`src/rtl/rmh_pkg.sv`:
```
package rmh_pkg;
  typedef enum logic [3:0] {
    ST_TLA, ST_CMD, ST_KEY, ST_PATH, ST_ILA, ST_TID, ST_EXT,
    ST_ADDR, ST_LEN, ST_CRC, ST_AUTH, ST_PASS, ST_DROP
  } rmh_state_e;

  localparam int BIT_WRITE  = 5;
  localparam int BIT_VERIFY = 4;
  localparam int BIT_REPLY  = 3;
  localparam int BIT_INCR   = 2;
  localparam int TID_BYTES  = 2;
  localparam int ADDR_BYTES = 4;
  localparam int LEN_BYTES  = 3;

  function automatic logic [7:0] crc8_step(input logic [7:0] crc, input logic [7:0] b);
    logic [7:0] c;
    logic       fb;
    c = crc;
    for (int i = 0; i < 8; i++) begin
      fb = c[7] ^ b[i];
      c  = {c[6:0], 1'b0} ^ (fb ? 8'h07 : 8'h00);
    end
    return c;
  endfunction
endpackage

```
`src/rtl/rmh_crc8.sv`:
```
module rmh_crc8 (
  input  logic       clk,
  input  logic       rst_n,
  input  logic       en,
  input  logic       clr,
  input  logic [7:0] din,
  output logic [7:0] crc
);
  import rmh_pkg::*;
  logic [7:0] crc_d;

  always_comb begin
    crc_d = crc8_step(clr ? 8'h00 : crc, din);
  end

  always_ff @(posedge clk or negedge rst_n) begin
    if (!rst_n)  crc <= 8'h00;
    else if (en) crc <= crc_d;
  end
endmodule

```
`src/rtl/rmh_path_store.sv`:
```
module rmh_path_store #(
  parameter int SLOTS = 12,
  parameter int IDX_W = 4
) (
  input  logic               clk,
  input  logic               rst_n,
  input  logic               wr_en,
  input  logic [IDX_W-1:0]   wr_idx,
  input  logic [7:0]         wr_data,
  output logic [SLOTS*8-1:0] bytes_o
);
  for (genvar g = 0; g < SLOTS; g++) begin : g_slot
    logic hit;
    assign hit = wr_en && (wr_idx == IDX_W'(g));
    always_ff @(posedge clk or negedge rst_n) begin
      if (!rst_n)   bytes_o[g*8 +: 8] <= 8'h00;
      else if (hit) bytes_o[g*8 +: 8] <= wr_data;
    end
  end
endmodule

```
`src/rtl/rmh_cmd_decoder.sv`:
```
module rmh_cmd_decoder #(
  parameter int PATH_UNIT = 4,
  parameter int PL_W      = 2,
  localparam int PATH_SLOTS = PATH_UNIT * ((1 << PL_W) - 1),
  localparam int CNT_W      = $clog2(PATH_SLOTS + 1)
) (
  input  logic                    clk,
  input  logic                    rst_n,
  input  logic                    in_valid,
  input  logic [8:0]              in_sym,
  output logic                    in_ready,
  output logic                    auth_req,
  output logic [7:0]              auth_tla,
  output logic [7:0]              auth_cmd,
  output logic [7:0]              auth_key,
  output logic [7:0]              auth_ila,
  output logic [15:0]             auth_tid,
  output logic [7:0]              auth_ext,
  output logic [31:0]             auth_addr,
  output logic [23:0]             auth_len,
  output logic                    flag_write,
  output logic                    flag_verify,
  output logic                    flag_reply,
  output logic                    flag_incr,
  output logic                    flag_rmw,
  output logic [CNT_W-1:0]        rp_count,
  output logic [PATH_SLOTS*8-1:0] rp_bytes,
  input  logic                    auth_ack,
  input  logic                    auth_err,
  output logic                    cmd_go,
  output logic                    pay_valid,
  output logic [8:0]              pay_sym,
  output logic                    hdr_err
);
  import rmh_pkg::*;

  rmh_state_e state_q, state_d;
  logic [CNT_W-1:0] cnt_q, cnt_d;
  logic go_d, err_d;
  logic acc, is_eop, in_hdr;
  logic [7:0] byt, crc_q;
  logic ld_tla, ld_cmd, ld_key, ld_ila, ld_tid, ld_ext, ld_addr, ld_len, path_we;

  assign byt      = in_sym[7:0];
  assign is_eop   = in_sym[8];
  assign in_ready = (state_q != ST_AUTH);
  assign acc      = in_valid && in_ready;
  assign in_hdr   = (state_q >= ST_CMD) && (state_q <= ST_CRC);
  assign rp_count = CNT_W'(auth_cmd[PL_W-1:0]) * CNT_W'(PATH_UNIT);

  always_comb begin
    state_d = state_q;
    cnt_d   = cnt_q;
    go_d    = 1'b0;
    err_d   = 1'b0;
    {ld_tla, ld_cmd, ld_key, ld_ila, ld_tid, ld_ext, ld_addr, ld_len, path_we} = '0;
    if (acc && is_eop && in_hdr) begin
      err_d   = 1'b1;
      state_d = ST_TLA;
    end else begin
      case (state_q)
        ST_TLA:  if (acc && !is_eop) begin ld_tla = 1'b1; state_d = ST_CMD; end
        ST_CMD:  if (acc) begin
                   if (byt[7:6] != 2'b01) begin err_d = 1'b1; state_d = ST_DROP; end
                   else begin ld_cmd = 1'b1; state_d = ST_KEY; end
                 end
        ST_KEY:  if (acc) begin
                   ld_key  = 1'b1;
                   cnt_d   = '0;
                   state_d = (auth_cmd[PL_W-1:0] != '0) ? ST_PATH : ST_ILA;
                 end
        ST_PATH: if (acc) begin
                   path_we = 1'b1;
                   cnt_d   = cnt_q + 1'b1;
                   if (cnt_q == rp_count - CNT_W'(1)) begin cnt_d = '0; state_d = ST_ILA; end
                 end
        ST_ILA:  if (acc) begin ld_ila = 1'b1; cnt_d = '0; state_d = ST_TID; end
        ST_TID:  if (acc) begin
                   ld_tid = 1'b1;
                   cnt_d  = cnt_q + 1'b1;
                   if (cnt_q == CNT_W'(TID_BYTES - 1)) begin cnt_d = '0; state_d = ST_EXT; end
                 end
        ST_EXT:  if (acc) begin ld_ext = 1'b1; cnt_d = '0; state_d = ST_ADDR; end
        ST_ADDR: if (acc) begin
                   ld_addr = 1'b1;
                   cnt_d   = cnt_q + 1'b1;
                   if (cnt_q == CNT_W'(ADDR_BYTES - 1)) begin cnt_d = '0; state_d = ST_LEN; end
                 end
        ST_LEN:  if (acc) begin
                   ld_len = 1'b1;
                   cnt_d  = cnt_q + 1'b1;
                   if (cnt_q == CNT_W'(LEN_BYTES - 1)) begin cnt_d = '0; state_d = ST_CRC; end
                 end
        ST_CRC:  if (acc) begin
                   if (byt == crc_q) state_d = ST_AUTH;
                   else begin err_d = 1'b1; state_d = ST_DROP; end
                 end
        ST_AUTH: if (auth_ack) begin
                   if (auth_err) state_d = ST_DROP;
                   else begin go_d = 1'b1; state_d = ST_PASS; end
                 end
        ST_PASS, ST_DROP: if (acc && is_eop) state_d = ST_TLA;
        default: state_d = ST_TLA;
      endcase
    end
  end

  always_ff @(posedge clk or negedge rst_n) begin
    if (!rst_n) begin
      state_q <= ST_TLA;
      cnt_q   <= '0;
      cmd_go  <= 1'b0;
      hdr_err <= 1'b0;
    end else begin
      state_q <= state_d;
      cnt_q   <= cnt_d;
      cmd_go  <= go_d;
      hdr_err <= err_d;
    end
  end

  always_ff @(posedge clk or negedge rst_n) begin
    if (!rst_n) begin
      auth_tla <= '0; auth_cmd <= '0; auth_key <= '0; auth_ila <= '0;
      auth_tid <= '0; auth_ext <= '0; auth_addr <= '0; auth_len <= '0;
    end else begin
      if (ld_tla)  auth_tla  <= byt;
      if (ld_cmd)  auth_cmd  <= byt;
      if (ld_key)  auth_key  <= byt;
      if (ld_ila)  auth_ila  <= byt;
      if (ld_tid)  auth_tid  <= {auth_tid[7:0], byt};
      if (ld_ext)  auth_ext  <= byt;
      if (ld_addr) auth_addr <= {auth_addr[23:0], byt};
      if (ld_len)  auth_len  <= {auth_len[15:0], byt};
    end
  end

  rmh_crc8 u_crc (
    .clk   (clk),
    .rst_n (rst_n),
    .en    (acc && !is_eop && ((state_q == ST_TLA) || (in_hdr && state_q != ST_CRC))),
    .clr   (state_q == ST_TLA),
    .din   (byt),
    .crc   (crc_q)
  );

  rmh_path_store #(.SLOTS(PATH_SLOTS), .IDX_W(CNT_W)) u_path (
    .clk     (clk),
    .rst_n   (rst_n),
    .wr_en   (path_we),
    .wr_idx  (cnt_q),
    .wr_data (byt),
    .bytes_o (rp_bytes)
  );

  assign auth_req    = (state_q == ST_AUTH);
  assign pay_valid   = (state_q == ST_PASS) && in_valid;
  assign pay_sym     = in_sym;
  assign flag_write  = auth_cmd[BIT_WRITE];
  assign flag_verify = auth_cmd[BIT_VERIFY];
  assign flag_reply  = auth_cmd[BIT_REPLY];
  assign flag_incr   = auth_cmd[BIT_INCR];
  assign flag_rmw    = (auth_cmd[5:2] == 4'b0111);
endmodule

```
`config.mk`:
```
export PLATFORM = sky130hd
export DESIGN_NAME = rmh_cmd_decoder
export DESIGN_NICKNAME = d
export VERILOG_FILES = /design/src/rtl/rmh_pkg.sv /design/src/rtl/rmh_crc8.sv /design/src/rtl/rmh_path_store.sv /design/src/rtl/rmh_cmd_decoder.sv
export SDC_FILE = /design/constraint.sdc
export NUM_CORES = 1
export LEC_CHECK = 0
export BUFFER_PORTS_ARGS = -buffer_cell sky130_fd_sc_hd__buf_4
export CORE_MARGIN = 3
export CORE_UTILIZATION = 50
export CTS_CLUSTER_DIAMETER = 120
export CTS_CLUSTER_SIZE = 40
export DETAILED_ROUTE_END_ITERATION = 10
export GPL_TIMING_DRIVEN = 0
export PLACE_DENSITY = 0.76
export SYNTH_ARGS = -nofsm -noshare
export SYNTH_HDL_FRONTEND = slang
export SYNTH_SLANG_ARGS = --single-unit
```
`constraint.sdc`:
```
create_clock -name clk -period 3 [get_ports clk]
set_clock_uncertainty 0.2 [all_clocks]
set_input_delay 0.6 -clock clk [delete_from_list [all_inputs] [get_ports clk]]
set_output_delay 0.6 -clock clk [all_outputs]
set_load 0.01 [all_outputs]
```
# After elaboration in Yosys (flattened, before gate mapping)
# Index checks and enable logic that the tools add are counted.
[op_classes]
eq_ne = 50
magnitude_cmp = 2
n_reduce_logical = 30
n_bitwise = 17
add_sub_neg = 2
n_mux = 73
[op_table]
columns = ["operator", "count"]
rows = [
  ["two-way mux 4 bit", 27],
  ["XOR 8 bit", 8],
  ["one-hot mux 4 bit (12 select lines)", 1],
  ["inequality test 3 bit (second input constant)", 15],
  ["== test 4 x 3 -> 1 bit (second input constant)", 9],
  ["== test 4 bit (second input constant)", 9],
  ["two-way mux 3 bit", 11],
  ["two-way mux 1 bit", 31],
  ["logical AND 1 bit", 20],
  ["one-hot mux 4 bit (5 select lines)", 1],
  ["== test 4 x 2 -> 1 bit (second input constant)", 4],
  ["AND reduction 16 bit", 1],
  ["== test 4 x 1 -> 1 bit (second input constant)", 2],
  ["== test 8 bit", 1],
  ["zero test 4 bit", 2],
  ["two-way mux 8 bit", 1],
  ["inequality test 2 bit (second input constant)", 4],
  ["inequality test 4 bit (second input constant)", 2],
  ["XOR 1 bit", 8],
  ["AND reduction 7 bit", 1],
  ["nonzero test 5 bit", 1],
  ["adder 4 x 1 -> 4 bit (second input constant)", 1],
  ["== test 4 bit", 1],
  ["greater-or-equal comparator 4 x 1 -> 1 bit (second input constant)", 1],
  ["other kinds (11)", 12],
]
[totals]
elab_cells = 199
inputBits = 14
out_inout_bits = 231
register_bits = 226

# Depth between registers and ports, before layout
[logic_depth]
depth_word = 26
mapped_depth = 9
ltp_nobuf = 8

# Modules after synthesis
# Synthesis repeated with hierarchy kept, for this count alone.
[unflattened]
hier_cells = 693
area_unflattened_um2 = 9877.0
[modules_own_cells]
columns = ["mod", "cells_per_inst", "seq_area_each_um2", "area_per_inst_um2", "n_inst"]
rows = [
  ["rmh_cmd_decoder", 402, 3052.9, 5495.3, 1],
  ["rmh_path_store", 223, 2402.3, 3706.1, 1],
  ["rmh_crc8", 68, 200.2, 675.6, 1],
]

# Worst setup path before layout
# Ideal clock, no wire load.
[synth_timing]
path_kind = "register to register"
startpoint = "register state_q[2]"
endpoint = "register u_crc.crc[2]"
period_less_slack_ps = 2369
setup_time_ps = 131
stages_incl_launch_ff = 8
t_arrival_ps = 2037
required_ps = 2669
n_path_buf = 1
slack_ps = 631
cell_sequence = "dfrtp_1 -> buf_6 -> nor4_2 -> nor2_2 -> xnor3_2 -> mux2_1 -> o221ai_2 -> a21oi_2"
[synth_between]
elab_chain_len = 14
word_cells_on_any_way = 30
classes_between = "2 x order compare; 2 x eq/ne; 6 x mux; 13 x bitwise; 7 x reduce/logical"
[synth_lines]
columns = ["item", "line", "source"]
rows = [
  ["start, declared", "rmh_cmd_decoder.sv:37", "rmh_state_e state_q, state_d;"],
  ["start signal, assigned", "rmh_cmd_decoder.sv:115", "state_q <= state_d;"],
  ["zero test 4 bit", "rmh_cmd_decoder.sv:141, rmh_cmd_decoder.sv:142", ""],
  ["two-way mux 8 bit", "rmh_crc8.sv:13", "crc_d = crc8_step(clr ? 8'h00 : crc, din);"],
  ["XOR 1 bit or XOR 8 bit (tied branches)", "rmh_pkg.sv:20, rmh_pkg.sv:21", ""],
  ["two-way mux 3 bit or XOR 1 bit (tied branches)", "rmh_pkg.sv:21, rmh_pkg.sv:20", ""],
  ["XOR 8 bit or two-way mux 3 bit (tied branches)", "rmh_pkg.sv:21", "c = {c[6:0], 1'b0} ^ (fb ? 8'h07 : 8'h00);"],
  ["XOR 8 bit (5 in a row)", "rmh_pkg.sv:21", ""],
  ["XOR 1 bit or XOR 8 bit (tied branches)", "rmh_pkg.sv:20, rmh_pkg.sv:21", ""],
  ["two-way mux 3 bit or XOR 1 bit (tied branches)", "rmh_pkg.sv:21, rmh_pkg.sv:20", ""],
  ["XOR 8 bit or two-way mux 3 bit (tied branches)", "rmh_pkg.sv:21", ""],
  ["XOR 8 bit", "rmh_pkg.sv:21", ""],
  ["end signal, assigned", "rmh_crc8.sv:18", "else if (en) crc <= crc_d;"],
  ["end, declared", "rmh_crc8.sv:7", "output logic [7:0] crc"],
]
# Several ways; a longest one is shown, not always the timed one.
# A chain may end at the register's enable or synchronous reset.

# Worst setup path in the final report
[layout_timing]
startpoint = "register state_q[0]"
endpoint = "output pay_valid"
[layout_between]
elab_chain_len = 2
[layout_lines]
columns = ["item", "line", "source"]
rows = [
  ["== test 4 bit", "rmh_cmd_decoder.sv:157", "assign pay_valid = (state_q == ST_PASS) && in_valid;"],
  ["logical AND 1 bit", "rmh_cmd_decoder.sv:157", ""],
  ["end, declared", "rmh_cmd_decoder.sv:31", "output logic pay_valid,"],
]
# Every way passes these cells.

==> impl_metrics.csv <==
group,metric,value,unit
outcome,outcome,"finished, violations left",
outcome,failed_checks,"hold timing",
pwr,ir_drop,389,uV
pwr,p_seq_frac,0.436,
detailed_routing,drtAntennaViolNets,0,
pwr,power_leakage,6.36,nW
synth,synth_cells,720,
final_layout,fillers,1530,
worst_setup_path,critPathBufInv,2,
clocking,clock_sinks,226,
floorplanning,rows,50,
sta,grt_setup_unrepaired,"false",
detailed_routing,vias_per_cell,5.42,
pwr,p_comb_frac,0.412,
synth,ys_async_sr_fraction,1.00,
sta,setup_viol,0,
floorplanning,ioPinCount,245,
detailed_routing,postRouteWirelength,23800,um
worst_setup_path,slowest_stage,"dfrtp_1",
sta,holdWs,-0.0530,ns
final_layout,final_util,0.643,
floorplanning,die_w,146,um
grt,grt-ovfl-total,0,
grt,grt_start_max_net_pins,120,
clocking,cts_buffers,9,
worst_setup_path,crit_type,"reg -> out",
placed_design,io_buffers,235,
grt,antenna_found_initial,0,
worst_setup_path,critPathMaxFanout,10,
floorplanning,core,19000,um^2
final_layout,multi_input_area,3840,um^2
clocking,cts-htree-levels,1,
worst_setup_path,cp.arrival,1.91,ns
floorplanning,design.die.area,21400,um^2
synth,synth_flop_cell,"dfrtp_1",
pwr,switching_share,0.345,
detailed_routing,drt_first_pass_iters,5,
detailed_routing,vias,6645,
final_layout,seq_area,5660,um^2
worst_setup_path,worstPathRequired,2.20,ns
placed_design,gp_congestion,0.907,
clocking,cts_tree,"yes",
synth,synth_edf_count,0,
clocking,clk_latency,0.48,ns
final_layout,final_nets,987,
sta,period_share,0.904,
clocking,clock_path_buffers,3,
worst_setup_path,slowest_delay,0.49,ns
grt,grt_pass1_wl,38100,um
final_layout,drive_gt1_frac,0.512,
floorplanning,die_h,146,um
sta,worst_pin_slew,0.826,ns
worst_setup_path,endpoint_kind,"output pin",
clocking,cts_setup_buffers,0,
clocking,cts_hold_buf,0,
pwr,clkPwrFrac,0.152,
sta,finalHoldViolCount,49,
final_layout,diodes,0,
sta,slew_headroom,0.435,
job,timing.max_cap.violations,0,
synth,ys_seq_elements,226,
synth,syn_area,9860,um^2
clocking,cts_root_buffer,"clkbuf_16",
synth,synth_cell_type_count,63,
synth,seq_area_frac_synth,0.574,
pwr,intPower,6.29,mW
sta,slew_violations,0,
final_layout,syn_to_final_growth,24.0,%
worst_setup_path,cp-start-kind,"flop",
hold_path,hold_path.class,"in -> async",
clocking,path_clk_slew,0.13,ns
worst_setup_path,critPathTopFamily,"flip-flops",
pwr,powerDensity,785,nW/um^2
sta,fmax,0.369,GHz
sta,fin_ws,0.289,ns
clocking,cts_resized,0,
synth,ys_warn_count,0,
detailed_routing,routedWlPerCell,19.4,um
placed_design,hpwl,17300,um
worst_setup_path,path_cells,"buf_2, nand2_2, nor4b_1, buf_4",
placed_design,post-place-ws,0.330,ns
grt,grt_usage,0.219,
detailed_routing,drt_iter0_drc,287,
pwr,switchingPower,3.32,mW
synth,syn_area_per_cell,13.7,um^2
floorplanning,initial_core_util,0.518,
detailed_routing,drcViolationCount,0,
grt,grt_pass1_vias,6666,
sta,layout_min_cycle_time,2.71,ns
==> sequential cells by signal (all words and copies together), names as in the netlist, 8 cells and up <==
signal / flops
auth_ext: 8
auth_tid: 16
auth_cmd: 8
auth_tla: 8
auth_addr: 32
auth_ila: 8
auth_len: 24
u_path.bytes_o: 96
u_crc.crc: 8
auth_key: 8
==> cell usage in the layout, fill, tap and decap left out, drive strengths merged, types with 10 or more instances in the layout <==
| master | count |
|---|---|
| dfrtp | 226 |
| xor2 | 15 |
| a21oi | 16 |
| nand2 | 33 |
| xnor2 | 16 |
| buf | 268 |
| nor2 | 17 |
| mux2 | 210 |
| clkbuf | 45 |
| nand3 | 11 |
| o21ai | 10 |
==> logic make-up after synthesis <==
kind of cell | share of synthesized area
buffers and inverters | 0.0371
XOR/XNOR | 0.0307
other | 0.000380
AO/OA/AOI/OAI | 0.0467
multiplexers | 0.241
flip-flops | 0.574
AND/OR/NAND/NOR | 0.0643
adder cells (fa/ha/maj) | 0.00635
==> area by class of cell <==
type	count	share of cell area
clock inverter	1	0.00133
tap	260	0.0266
inverter	7	0.00215
clock buffer	9	0.0184
sequential	226	0.462
buffer	68	0.0277
multi-input combinational	420	0.314
timing repair buffer	236	0.147
==> metrics by stage <==
step | total power, mW | hold WS [ns] | instances | TNS (ns) | area [um^2]
after global routing | 10.2 | 0.00298 | 1227 | 0 | 12200
after CTS | 9.65 | 0.00273 | 1227 | 0 | 12200
final | 9.60 | -0.0530 | 1227 | 0 | 12200
after detailed placement | 8.21 | 0.258 | 1217 | 0 | 12000
after floorplan | 6.56 | 0.104 | 721 | 0 | 9860
after global placement | 8.11 | 0.255 | 1216 | -128.14 | 12000
==> final timing paths <==
kind                                  start                 end  slack (ns)  cells past startpoint
worst min-delay path                  rst_n       auth_addr[28]       -0.05                      1
worst max register to register   state_q[2]        u_crc.crc[2]        0.35                      7
max in group asynchronous             rst_n  u_path.bytes_o[29]        1.58                      2
worst min register to register  auth_cmd[6]         auth_cmd[6]        0.29                      1
worst max-delay path             state_q[0]           pay_valid        0.29                      4
min in group clk                   auth_err              cmd_go        0.12                      2
==> routing by layer <==
layer / up-vias / GRT usage / part of all wire
met3: 30 / 0.0537 / 0.080
met2: 253 / 0.363 / 0.47
met5: - / 0 / 0
met1: 3360 / 0.299 / 0.43
met4: 0 / 0.0437 / 0.020
li1: 3002 / - / -
==> power by group through the flow <==
stage	Clock (mW)	Combinational, mW	Sequential [mW]
2_1_floorplan	0	2.12	4.43
3_3_place_gp	0	3.88	4.22
3_5_place_dp	0	3.96	4.25
4_1_cts	1.49	3.97	4.19
5_1_grt	1.58	4.28	4.29
6_report	1.46	3.96	4.19
==> synth_stat cells, types with 6 or more instances <==
| cell type | instances | share of area |
|---|---|---|
| a211oi_1 | 6 | 0.0046 |
| a21oi_1 | 15 | 0.0076 |
| buf_2 | 10 | 0.0051 |
| buf_4 | 17 | 0.013 |
| clkbuf_1 | 36 | 0.014 |
| dfrtp_1 | 226 | 0.57 |
| inv_1 | 6 | 0.0023 |
| mux2_1 | 22 | 0.025 |
| mux2_2 | 188 | 0.21 |
| nand2_1 | 25 | 0.0095 |
| nand2b_1 | 6 | 0.0038 |
| nand3_1 | 9 | 0.0046 |
| nand4_1 | 6 | 0.0038 |
| nor2_1 | 11 | 0.0042 |
| o21ai_0 | 9 | 0.0046 |
| o22ai_1 | 9 | 0.0057 |
| xnor2_1 | 15 | 0.013 |
| xor2_1 | 15 | 0.013 |
==> worst reg2reg max path, stage by stage, from the launching register on <==
cell and delay [ns]:
dfrtp_1 0.40, buf_6 0.14, nor4_2 0.67, nor2_2 0.16
xnor3_2 0.44, mux2_1 0.34, o221ai_2 0.17, a21oi_2 0.04
No activity file was read; power rests on OpenSTA's default activity.
